### config.mk
export PLATFORM = sky130hd
export DESIGN_NAME = sinc_dec_filter
export DESIGN_NICKNAME = d
export VERILOG_FILES = /design/src/rtl/sinc_dec_pkg.sv /design/src/rtl/sinc_cic_core.sv /design/src/rtl/sinc_post.sv /design/src/rtl/sinc_dec_filter.sv
export SDC_FILE = /design/constraint.sdc
export NUM_CORES = 2
export LEC_CHECK = 0
export ABC_AREA = 1
export ABC_CLOCK_PERIOD_IN_PS = 30500
export BUFFER_PORTS_ARGS = -buffer_cell sky130_fd_sc_hd__buf_2
export CORE_MARGIN = 2
export CORE_UTILIZATION = 50
export CTS_CLUSTER_DIAMETER = 80
export DETAILED_ROUTE_END_ITERATION = 10
export GPL_TIMING_DRIVEN = 0
export PLACE_DENSITY = 0.67
export SLEW_MARGIN = 25
export SYNTH_ARGS = -nofsm -noshare
export SYNTH_HDL_FRONTEND = slang
export SYNTH_SLANG_ARGS = --single-unit
### constraint.sdc
create_clock -name clk_i -period 30.5 [get_ports clk_i]
set_input_delay 4.575 -clock clk_i [delete_from_list [all_inputs] [get_ports clk_i]]
set_output_delay 4.575 -clock clk_i [all_outputs]
set_load 0.01 [all_outputs]
### src/rtl/sinc_dec_pkg.sv
package sinc_dec_pkg;
  localparam int DW      = 16;
  localparam int MAX_ORD = 5;
  localparam int ORD_W   = 3;
  localparam int FOSR_W  = 10;
  localparam int IOSR_W  = 8;
  localparam int SH_W    = 5;
  localparam int OUT_W   = 24;
  localparam int ACC_W   = DW + MAX_ORD * FOSR_W;
  localparam int SUM_W   = ACC_W + IOSR_W;
endpackage

### src/rtl/sinc_cic_core.sv
module sinc_cic_core #(
  parameter int DW      = sinc_dec_pkg::DW,
  parameter int MAX_ORD = sinc_dec_pkg::MAX_ORD,
  parameter int ORD_W   = sinc_dec_pkg::ORD_W,
  parameter int FOSR_W  = sinc_dec_pkg::FOSR_W,
  parameter int ACC_W   = sinc_dec_pkg::ACC_W
) (
  input  logic                    clk_i,
  input  logic                    rst_ni,
  input  logic                    clr_i,
  input  logic                    smp_vld_i,
  input  logic signed [DW-1:0]    smp_i,
  input  logic [ORD_W-1:0]        ord_i,
  input  logic [FOSR_W-1:0]       fosr_i,
  output logic signed [ACC_W-1:0] filt_o,
  output logic                    filt_vld_o
);
  logic signed [ACC_W-1:0] integ_q  [MAX_ORD];
  logic signed [ACC_W-1:0] integ_d  [MAX_ORD];
  logic signed [ACC_W-1:0] dly_q    [MAX_ORD];
  logic signed [ACC_W-1:0] comb_in  [MAX_ORD];
  logic signed [ACC_W-1:0] comb_out [MAX_ORD];
  logic signed [ACC_W-1:0] int_sel, out_sel, smp_ext;
  logic [FOSR_W-1:0] cnt_q;
  logic [ORD_W-1:0]  settle_q;

  assign smp_ext = {{(ACC_W-DW){smp_i[DW-1]}}, smp_i};

  // integrators chained within one cycle, combs run at the decimated rate
  for (genvar g = 0; g < MAX_ORD; g++) begin : g_stage
    if (g == 0) begin : g_first
      assign integ_d[g] = integ_q[g] + smp_ext;
      assign comb_in[g] = int_sel;
    end else begin : g_rest
      assign integ_d[g] = integ_q[g] + integ_d[g-1];
      assign comb_in[g] = comb_out[g-1];
    end
    assign comb_out[g] = comb_in[g] - dly_q[g];
  end

  always_comb begin
    int_sel = '0;
    out_sel = '0;
    for (int k = 0; k < MAX_ORD; k++) begin
      if (ORD_W'(k + 1) == ord_i) begin
        int_sel = integ_d[k];
        out_sel = comb_out[k];
      end
    end
  end

  always_ff @(posedge clk_i or negedge rst_ni) begin
    if (!rst_ni) begin
      for (int k = 0; k < MAX_ORD; k++) begin
        integ_q[k] <= '0;
        dly_q[k]   <= '0;
      end
      cnt_q      <= '0;
      settle_q   <= '0;
      filt_o     <= '0;
      filt_vld_o <= 1'b0;
    end else if (clr_i) begin
      for (int k = 0; k < MAX_ORD; k++) begin
        integ_q[k] <= '0;
        dly_q[k]   <= '0;
      end
      cnt_q      <= '0;
      settle_q   <= '0;
      filt_vld_o <= 1'b0;
    end else begin
      filt_vld_o <= 1'b0;
      if (smp_vld_i) begin
        for (int k = 0; k < MAX_ORD; k++) integ_q[k] <= integ_d[k];
        if (cnt_q == fosr_i) begin
          cnt_q <= '0;
          for (int k = 0; k < MAX_ORD; k++) dly_q[k] <= comb_in[k];
          if (settle_q == ord_i - ORD_W'(1)) begin
            filt_o     <= out_sel;
            filt_vld_o <= 1'b1;
          end else begin
            settle_q <= settle_q + ORD_W'(1);
          end
        end else begin
          cnt_q <= cnt_q + FOSR_W'(1);
        end
      end
    end
  end
endmodule

### src/rtl/sinc_post.sv
module sinc_post #(
  parameter int ACC_W  = sinc_dec_pkg::ACC_W,
  parameter int IOSR_W = sinc_dec_pkg::IOSR_W,
  parameter int SUM_W  = sinc_dec_pkg::SUM_W,
  parameter int OUT_W  = sinc_dec_pkg::OUT_W,
  parameter int SH_W   = sinc_dec_pkg::SH_W
) (
  input  logic                    clk_i,
  input  logic                    rst_ni,
  input  logic                    clr_i,
  input  logic signed [ACC_W-1:0] filt_i,
  input  logic                    filt_vld_i,
  input  logic [IOSR_W-1:0]       iosr_i,
  input  logic [SH_W-1:0]         shift_i,
  input  logic signed [OUT_W-1:0] offset_i,
  output logic                    fire_o,
  output logic signed [OUT_W-1:0] res_o,
  output logic                    res_vld_o
);
  localparam logic signed [SUM_W:0] MAX_V = (SUM_W+1)'((2 ** (OUT_W - 1)) - 1);
  localparam logic signed [SUM_W:0] MIN_V = -MAX_V - 1;

  logic signed [SUM_W-1:0] acc_q, sum_d, shifted;
  logic signed [SUM_W:0]   diff;
  logic signed [OUT_W-1:0] sat;
  logic [IOSR_W-1:0]       icnt_q;

  assign sum_d   = acc_q + {{(SUM_W-ACC_W){filt_i[ACC_W-1]}}, filt_i};
  assign shifted = sum_d >>> shift_i;
  assign diff    = {shifted[SUM_W-1], shifted}
                 - {{(SUM_W+1-OUT_W){offset_i[OUT_W-1]}}, offset_i};
  assign fire_o  = filt_vld_i && (icnt_q == iosr_i);

  always_comb begin
    if (diff > MAX_V)      sat = MAX_V[OUT_W-1:0];
    else if (diff < MIN_V) sat = MIN_V[OUT_W-1:0];
    else                   sat = diff[OUT_W-1:0];
  end

  always_ff @(posedge clk_i or negedge rst_ni) begin
    if (!rst_ni) begin
      acc_q     <= '0;
      icnt_q    <= '0;
      res_o     <= '0;
      res_vld_o <= 1'b0;
    end else if (clr_i) begin
      acc_q     <= '0;
      icnt_q    <= '0;
      res_vld_o <= 1'b0;
    end else begin
      res_vld_o <= 1'b0;
      if (fire_o) begin
        acc_q     <= '0;
        icnt_q    <= '0;
        res_o     <= sat;
        res_vld_o <= 1'b1;
      end else if (filt_vld_i) begin
        acc_q  <= sum_d;
        icnt_q <= icnt_q + IOSR_W'(1);
      end
    end
  end
endmodule

### src/rtl/sinc_dec_filter.sv
module sinc_dec_filter #(
  parameter int DW      = sinc_dec_pkg::DW,
  parameter int MAX_ORD = sinc_dec_pkg::MAX_ORD,
  parameter int ORD_W   = sinc_dec_pkg::ORD_W,
  parameter int FOSR_W  = sinc_dec_pkg::FOSR_W,
  parameter int IOSR_W  = sinc_dec_pkg::IOSR_W,
  parameter int SH_W    = sinc_dec_pkg::SH_W,
  parameter int OUT_W   = sinc_dec_pkg::OUT_W
) (
  input  logic              clk_i,
  input  logic              rst_ni,
  input  logic              start_i,
  input  logic              cont_i,
  input  logic              par_sel_i,
  input  logic              bit_i,
  input  logic [DW-1:0]     data_i,
  input  logic              vld_i,
  input  logic [ORD_W-1:0]  ord_i,
  input  logic [FOSR_W-1:0] fosr_i,
  input  logic [IOSR_W-1:0] iosr_i,
  input  logic [SH_W-1:0]   shift_i,
  input  logic [OUT_W-1:0]  offset_i,
  output logic [OUT_W-1:0]  res_o,
  output logic              res_vld_o
);
  localparam int ACC_W = DW + MAX_ORD * FOSR_W;
  localparam int SUM_W = ACC_W + IOSR_W;

  logic run_q, cont_q, par_q, fire, filt_vld;
  logic [ORD_W-1:0]  ord_q;
  logic [FOSR_W-1:0] fosr_q;
  logic [IOSR_W-1:0] iosr_q;
  logic signed [DW-1:0]    smp;
  logic signed [ACC_W-1:0] filt;

  function automatic logic [ORD_W-1:0] clamp_ord(input logic [ORD_W-1:0] o);
    if (o == '0) return ORD_W'(1);
    if (int'(o) > MAX_ORD) return ORD_W'(MAX_ORD);
    return o;
  endfunction

  // serial bit 1 -> +1, 0 -> -1
  assign smp = par_q ? data_i : {{(DW-1){~bit_i}}, 1'b1};

  always_ff @(posedge clk_i or negedge rst_ni) begin
    if (!rst_ni) begin
      run_q  <= 1'b0;
      cont_q <= 1'b0;
      par_q  <= 1'b0;
      ord_q  <= ORD_W'(1);
      fosr_q <= '0;
      iosr_q <= '0;
    end else if (start_i) begin
      run_q  <= 1'b1;
      cont_q <= cont_i;
      par_q  <= par_sel_i;
      ord_q  <= clamp_ord(ord_i);
      fosr_q <= fosr_i;
      iosr_q <= iosr_i;
    end else if (fire && !cont_q) begin
      run_q <= 1'b0;
    end
  end

  sinc_cic_core #(
    .DW(DW), .MAX_ORD(MAX_ORD), .ORD_W(ORD_W), .FOSR_W(FOSR_W), .ACC_W(ACC_W)
  ) u_core (
    .clk_i      (clk_i),
    .rst_ni     (rst_ni),
    .clr_i      (start_i),
    .smp_vld_i  (vld_i && run_q),
    .smp_i      (smp),
    .ord_i      (ord_q),
    .fosr_i     (fosr_q),
    .filt_o     (filt),
    .filt_vld_o (filt_vld)
  );

  sinc_post #(
    .ACC_W(ACC_W), .IOSR_W(IOSR_W), .SUM_W(SUM_W), .OUT_W(OUT_W), .SH_W(SH_W)
  ) u_post (
    .clk_i      (clk_i),
    .rst_ni     (rst_ni),
    .clr_i      (start_i),
    .filt_i     (filt),
    .filt_vld_i (filt_vld && run_q),
    .iosr_i     (iosr_q),
    .shift_i    (shift_i),
    .offset_i   (offset_i),
    .fire_o     (fire),
    .res_o      (res_o),
    .res_vld_o  (res_vld_o)
  );
endmodule

-- Word-level counts from Yosys, hierarchy flattened
Index checks and enable logic that the tools add are counted.
- bits in registers: 871
- input bits: 73
- output and inout port bits: 25
- word-level logic and storage cells: 117
- add/subtract/negate cells: 16
- magnitude comparators: 3
- equality and inequality tests: 9
- shifts and indexed selects: 1
- muxes and demuxes: 48
- bitwise gates (word level): 2
- reduce and logical (&&, ||, !) cells: 14
- operator list (cell ; number):
    330-bit 2-to-1 mux ; 5
    66-bit 2-to-1 mux ; 10
    66-bit subtractor ; 5
    66-bit adder ; 4
    74-bit 2-to-1 mux ; 3
    75-bit by 24-bit > comparator with 1-bit output, second input constant ; 1
    75-bit by 24-bit less-than comparator with 1-bit output, second input constant ; 1
    74-bit by 24-bit subtractor with 75-bit output ; 1
    74-bit adder ; 1
    74-bit by 5-bit >>> shifter with 74-bit output ; 1
    66-bit by 16-bit adder with 66-bit output ; 1
    24-bit 2-to-1 mux ; 2
    10-bit 2-to-1 mux ; 3
    3-bit 2-to-1 mux ; 8
    8-bit 2-to-1 mux ; 3
    16-bit 2-to-1 mux ; 1
    1-bit 2-to-1 mux ; 13
    10-bit by 1-bit adder with 10-bit output, second input constant ; 1
    10-bit == test ; 1
    8-bit by 1-bit adder with 8-bit output, second input constant ; 1
    8-bit == test ; 1
    2-bit by 3-bit == test with 1-bit output, first input constant ; 2
    3-bit == test, first input constant ; 2
    2-bit nonzero test ; 3
    other kinds (14) ; 19

-- Depth between registers and ports, before layout
- depth in word-level cells: 15
- gate-level depth with buffers: 120

-- Hierarchy
From an unflattened synthesis, not the netlist that was laid out.
- cells, all modules: 15149
- area, all modules: 95978.3 um^2
- by module, submodules not included (module ; instances ; cells each ; area an instance (um^2) ; sequential area each (um^2)):
    sinc_cic_core ; 1 ; 10785 ; 72467.0 ; 18517.8
    sinc_post ; 1 ; 4220 ; 22417.8 ; 2677.6
    sinc_dec_filter ; 1 ; 144 ; 1093.5 ; 601.8

-- Least setup slack after synthesis
OpenSTA, ideal clock, no wires.
- path kind: input to register
- start: input bit_i
- end: register u_core.filt_o[65]
- library setup time: 0.117 ns
- data arrival time: 20.096 ns
- data required time: 30.383 ns
- slack: 10.288 ns
- stages on the path: 104
- buffers on the path: 0
- cell sequence: nand2_1 o21ai_0 inv_1 ha_1 a21oi_1 inv_1 a31oi_1 a21boi_1 xnor2_1 ha_1 a21oi_1 o21ai_0 a21oi_1 nand2_1 a21oi_1 inv_1 a21oi_1 o21ai_2 [... 68 more ...] nor2_1 inv_1 o221ai_1 a31o_2 xor2_1 inv_1 ha_1 inv_1 nor3_1 a221o_1 a31o_2 xor2_1 inv_1 nand3_1 nand3_1 nand2_1 nand2_1 nand2_1
- word-level cells in the longest chain between the ends: 14
- elaborated cells on any way between the ends: 22
- those cells by class: add/sub (10); mux (11); bitwise (1)
- RTL lines (what ; line ; source):
    start, declared ; sinc_dec_filter.sv:15 ; input logic bit_i,
    1-bit NOT (*) ; sinc_dec_filter.sv:43 ; assign smp = par_q ? data_i : {{(DW-1){~bit_i}}, 1'b1};
    16-bit 2-to-1 mux (*) ; sinc_dec_filter.sv:43 ;
    66-bit by 16-bit adder with 66-bit output (*) ; sinc_cic_core.sv:32 ; assign integ_d[g] = integ_q[g] + smp_ext;
    66-bit adder / 66-bit 2-to-1 mux (equally long branches) (4 in a row) ; sinc_cic_core.sv:35, sinc_cic_core.sv:45 ;
    66-bit 2-to-1 mux (*) ; sinc_cic_core.sv:45 ; if (ORD_W'(k + 1) == ord_i) begin
    66-bit subtractor (*) ; sinc_cic_core.sv:38 ; assign comb_out[g] = comb_in[g] - dly_q[g];
    66-bit subtractor / 66-bit 2-to-1 mux (equally long branches) (4 in a row) ; sinc_cic_core.sv:38, sinc_cic_core.sv:45 ;
    66-bit 2-to-1 mux (*) ; sinc_cic_core.sv:45 ;
    end signal, assigned ; sinc_cic_core.sv:78 ; filt_o <= out_sel;
    end, declared ; sinc_cic_core.sv:15 ; output logic signed [ACC_W-1:0] filt_o,
Every way passes the cells marked *; elsewhere a longest branch is shown, timed or not.
A chain may end at the register's enable or synchronous reset.

-- Worst setup path after layout
- start: input data_i[15]
- end: register u_core.filt_o[65]
- word-level cells in the longest chain between the ends: 13
- elaborated cells on any way between the ends: 21
- those cells by class: add/sub (10); mux (11)
- RTL lines (what ; line ; source):
    start, declared ; sinc_dec_filter.sv:16 ; input logic [DW-1:0] data_i,
    16-bit 2-to-1 mux (*) ; sinc_dec_filter.sv:43 ;
    66-bit by 16-bit adder with 66-bit output (*) ; sinc_cic_core.sv:32 ;
    66-bit adder / 66-bit 2-to-1 mux (equally long branches) (4 in a row) ; sinc_cic_core.sv:35, sinc_cic_core.sv:45 ;
    66-bit 2-to-1 mux (*) ; sinc_cic_core.sv:45 ;
    66-bit subtractor (*) ; sinc_cic_core.sv:38 ;
    66-bit subtractor / 66-bit 2-to-1 mux (equally long branches) (4 in a row) ; sinc_cic_core.sv:38, sinc_cic_core.sv:45 ;
    66-bit 2-to-1 mux (*) ; sinc_cic_core.sv:45 ;
Marked as above.

==> flow_metrics.env <==
export IMPL_outcome="finished, final reports clean"
export IMPL_syn_cell_area_sq_um=90900
export IMPL_wl_per_cell_um=25.4
export IMPL_grt_pass1_wl_um=603000
export IMPL_postCtsHoldBufs=0
export IMPL_count_of_filler_cells_inserted_in_the_layout=18200
export IMPL_final_min_clock_period_ps=27370
export IMPL_core_area_sq_um=181000
export IMPL_dr_total_vias=101000
export IMPL_maxSlewViolCount=0
export IMPL_ioPinCount=98
export IMPL_final_setup_tns_ps=0
export IMPL_mostFrequentLayoutCells="sky130_fd_sc_hd__nand2_1, sky130_fd_sc_hd__inv_1, sky130_fd_sc_hd__a21oi_1"
export IMPL_critPathSlowestCell="sky130_fd_sc_hd__o21ai_0"
export IMPL_cp_end_kind="flip-flop"
export IMPL_post_synth_inst_count=13700
export IMPL_syn_area_per_cell_sq_um=6.65
export IMPL_report_final_hold_viol_count=0
export IMPL_synth_warning_count=0
export IMPL_clock_root_buffer="sky130_fd_sc_hd__clkbuf_16"
export IMPL_finalWeightedCongestion=1.09
export IMPL_timing_critical_path_slowest_cell_delay_ps=800
export IMPL_final_critical_path_share_of_the_clock_period=0.897
export IMPL_proportion_of_layout_cells_with_a_drive_suffix_above_1=0.0497
export IMPL_routed_wirelength_um=415000
export IMPL_utilization_after_layout=0.546
export IMPL_timing_clock_skew_ps=54.4
export IMPL_post_route_drc_count=0
export IMPL_finalWorstSetupSlack_ps=3130
export IMPL_fp_rows=156
export IMPL_worst_setup_path_category="in2reg"
export IMPL_initial_cell_density_of_the_core=0.503
export IMPL_postSynth_asyncResetShare=1.00
export IMPL_clock_sink_count=871
export IMPL_clkTransAtPathRegs_ps=60
export IMPL_antenna_violating_nets_post_route=0
export IMPL_drt_iter0_drc=11900
export IMPL_ys_seq_area_frac=0.240
export IMPL_dieWidth_um=430
export IMPL_grt_max_degree=129
export IMPL_synth_seq_cells=871
export IMPL_mostFrequentLayoutCell="sky130_fd_sc_hd__nand2_1"
export IMPL_finalSetupViolations=0
export IMPL_die_height_um=430
export IMPL_flow_area_growth_from_synthesis_pct=8.49
export IMPL_cts_htree_levels=3
export IMPL_worst_skew_pair_late_latency_ps=830
export IMPL_number_of_flops_mapped_to_enable_cells_by_yosys=0
export IMPL_antenna_found_initial=26
export IMPL_critical_path_peak_fanout=14
export IMPL_worst_path_buf_inv=15
export IMPL_critPathRequiredTime_ps=31250
export IMPL_nNetsFinal=14800
export IMPL_dr_pass1_iters=10
export IMPL_timing_max_cap_violations=0
export IMPL_post_cts_buffers=0
export IMPL_path_type_of_the_worst_min_delay_path="reg2reg"
export IMPL_first_global_vias=94800
export IMPL_maxSlewHeadroom=0.170
export IMPL_synth_distinct_cells=87
export IMPL_path_delay_family="compound AO/OA/AOI/OAI gates"
export IMPL_synth_ff_type="sky130_fd_sc_hd__dfrtp_1"
export IMPL_worst_path_arrival_time_ps=28120
export IMPL_rsz0062_at_grt="false"
export IMPL_port_buffers=94
export IMPL_clock_tree_from_tritoncts="done"
export IMPL_placement_setup_worst_slack_ps=3310
export IMPL_grt_overflow=0
export IMPL_dieArea_sq_um=185000
export IMPL_synth_net_count=14600
export IMPL_critical_path_most_common_cell="sky130_fd_sc_hd__nand2_1"
export IMPL_worst_slew_pin_transition_ps=1250
export IMPL_setup_worst_path_start_class="input port"
export IMPL_resize_count_post_cts=0
export IMPL_cts_buffers=113
export IMPL_cts_path_max_buffers=3
export IMPL_groute_usage_overall=0.432
export IMPL_place_hpwl_um=348000
export IMPL_maxClockFrequency_ghz=0.0365
export IMPL_route_detailed_vias_per_inst=6.14
## synth_stat cells (14+ instances only)
cell | instances | area share
sky130_fd_sc_hd__a211oi_1 | 22 | 0.0018
sky130_fd_sc_hd__a21boi_0 | 33 | 0.0027
sky130_fd_sc_hd__a21boi_1 | 29 | 0.0024
sky130_fd_sc_hd__a21o_1 | 56 | 0.0046
sky130_fd_sc_hd__a21oi_1 | 1219 | 0.067
sky130_fd_sc_hd__a21oi_2 | 38 | 0.0037
sky130_fd_sc_hd__a221oi_1 | 27 | 0.0026
sky130_fd_sc_hd__a22o_1 | 116 | 0.011
sky130_fd_sc_hd__a31oi_1 | 239 | 0.016
sky130_fd_sc_hd__a32o_1 | 34 | 0.0037
sky130_fd_sc_hd__and3_1 | 15 | 0.0010
sky130_fd_sc_hd__buf_1 | 48 | 0.0020
sky130_fd_sc_hd__clkbuf_1 | 299 | 0.012
sky130_fd_sc_hd__dfrtp_1 | 870 | 0.24
sky130_fd_sc_hd__ha_1 | 816 | 0.11
sky130_fd_sc_hd__inv_1 | 2141 | 0.088
sky130_fd_sc_hd__inv_2 | 15 | 0.00062
sky130_fd_sc_hd__nand2_1 | 2862 | 0.12
sky130_fd_sc_hd__nand2_2 | 52 | 0.0036
sky130_fd_sc_hd__nand3_1 | 666 | 0.037
sky130_fd_sc_hd__nand3b_1 | 14 | 0.0012
sky130_fd_sc_hd__nand4_1 | 79 | 0.0054
sky130_fd_sc_hd__nor2_1 | 1062 | 0.044
sky130_fd_sc_hd__nor3_1 | 101 | 0.0056
sky130_fd_sc_hd__nor4_1 | 54 | 0.0037
sky130_fd_sc_hd__o2111ai_1 | 48 | 0.0046
sky130_fd_sc_hd__o211ai_1 | 90 | 0.0074
sky130_fd_sc_hd__o21a_1 | 104 | 0.0086
sky130_fd_sc_hd__o21ai_0 | 1077 | 0.059
sky130_fd_sc_hd__o21ai_1 | 83 | 0.0046
sky130_fd_sc_hd__o21ai_2 | 41 | 0.0039
sky130_fd_sc_hd__o21bai_1 | 51 | 0.0042
sky130_fd_sc_hd__o221ai_1 | 72 | 0.0069
sky130_fd_sc_hd__o22ai_1 | 233 | 0.016
sky130_fd_sc_hd__o31ai_1 | 25 | 0.0021
sky130_fd_sc_hd__or2_2 | 103 | 0.0071
sky130_fd_sc_hd__xnor2_1 | 250 | 0.024
sky130_fd_sc_hd__xor2_1 | 412 | 0.040
## metrics by stage
step	std cells	area, sq um	hold slack [ps]
6_report	16400	98600	475
5_1_grt	16400	98600	502
4_1_cts	16400	98600	476
3_5_place_dp	16200	94700	461
3_3_place_gp	16100	94400	461
2_1_floorplan	13700	90900	443
## area by class of cell
type,count,area [sq um],area share
plain buffers,367,1530,0.0155
well taps,2370,2970,0.0301
flip-flops and latches,871,21800,0.221
clock inverters,56,672,0.00681
clock buffers,152,3200,0.0324
multi-input cells,10300,59600,0.604
diodes,6,15.0,0.000152
inverters,2163,8120,0.0823
repair buffers,107,786,0.00797
## kinds of logic after synthesis
group / after synthesis / synth area share
and+or+nand+nor: 5066 / 0.232
AOI/OAI and AO/OA: 3715 / 0.243
buffers and inverters: 2530 / 0.105
DFF: 871 / 0.240
adders and majority gates: 828 / 0.115
xor gates and xnor gates: 665 / 0.0643
muxes: 7 / 0.000771
## path summary, 6_finish.rpt
kind / end / cells after the start / slack (ps) / startpoint
setup / recovery: u_core.filt_o[65] / 97 / 3130 / data_i[15]
hold / removal: u_post.res_o[13] / 2 / 470 / u_post.res_o[13]
setup reg to reg: u_core.filt_o[65] / 101 / 6220 / par_q
hold reg to reg: u_post.res_o[13] / 2 / 470 / u_post.res_o[13]
max in group asynchronous: u_core.dly_q[114] / 6 / 24090 / rst_ni
min in group asynchronous: u_core.integ_q[276] / 1 / 3630 / rst_ni
## worst register-to-register path, delay by kind of cell, from the launching register on
kind            cells  cell delay [ps]
buf+inv            15             1790
fa+ha+maj          10             3990
flops               1              520
xor+xnor           10             4680
compound gates     35             8560
simple gates       31             4720
## state kept, by name (all words and copies together), names as in the netlist, 8 cells and up
name / flops
fosr_q: 10
iosr_q: 8
u_core.cnt_q: 10
u_core.dly_q: 330
u_core.filt_o: 66
u_core.integ_q: 330
u_post.acc_q: 74
u_post.icnt_q: 8
u_post.res_o: 24
## layer usage
| layer | track usage | up-vias | part of all wire |
|---|---|---|---|
| li1 | - | 46400 | - |
| met1 | 0.557 | 47700 | 0.40 |
| met2 | 0.652 | 5400 | 0.42 |
| met3 | 0.106 | 1098 | 0.11 |
| met4 | 0.265 | 24 | 0.072 |
| met5 | 0.00364 | - | 0.00057 |
Power is not shown: default switching activity piles up to over one toggle a cycle in this logic, so the estimate is an artifact.
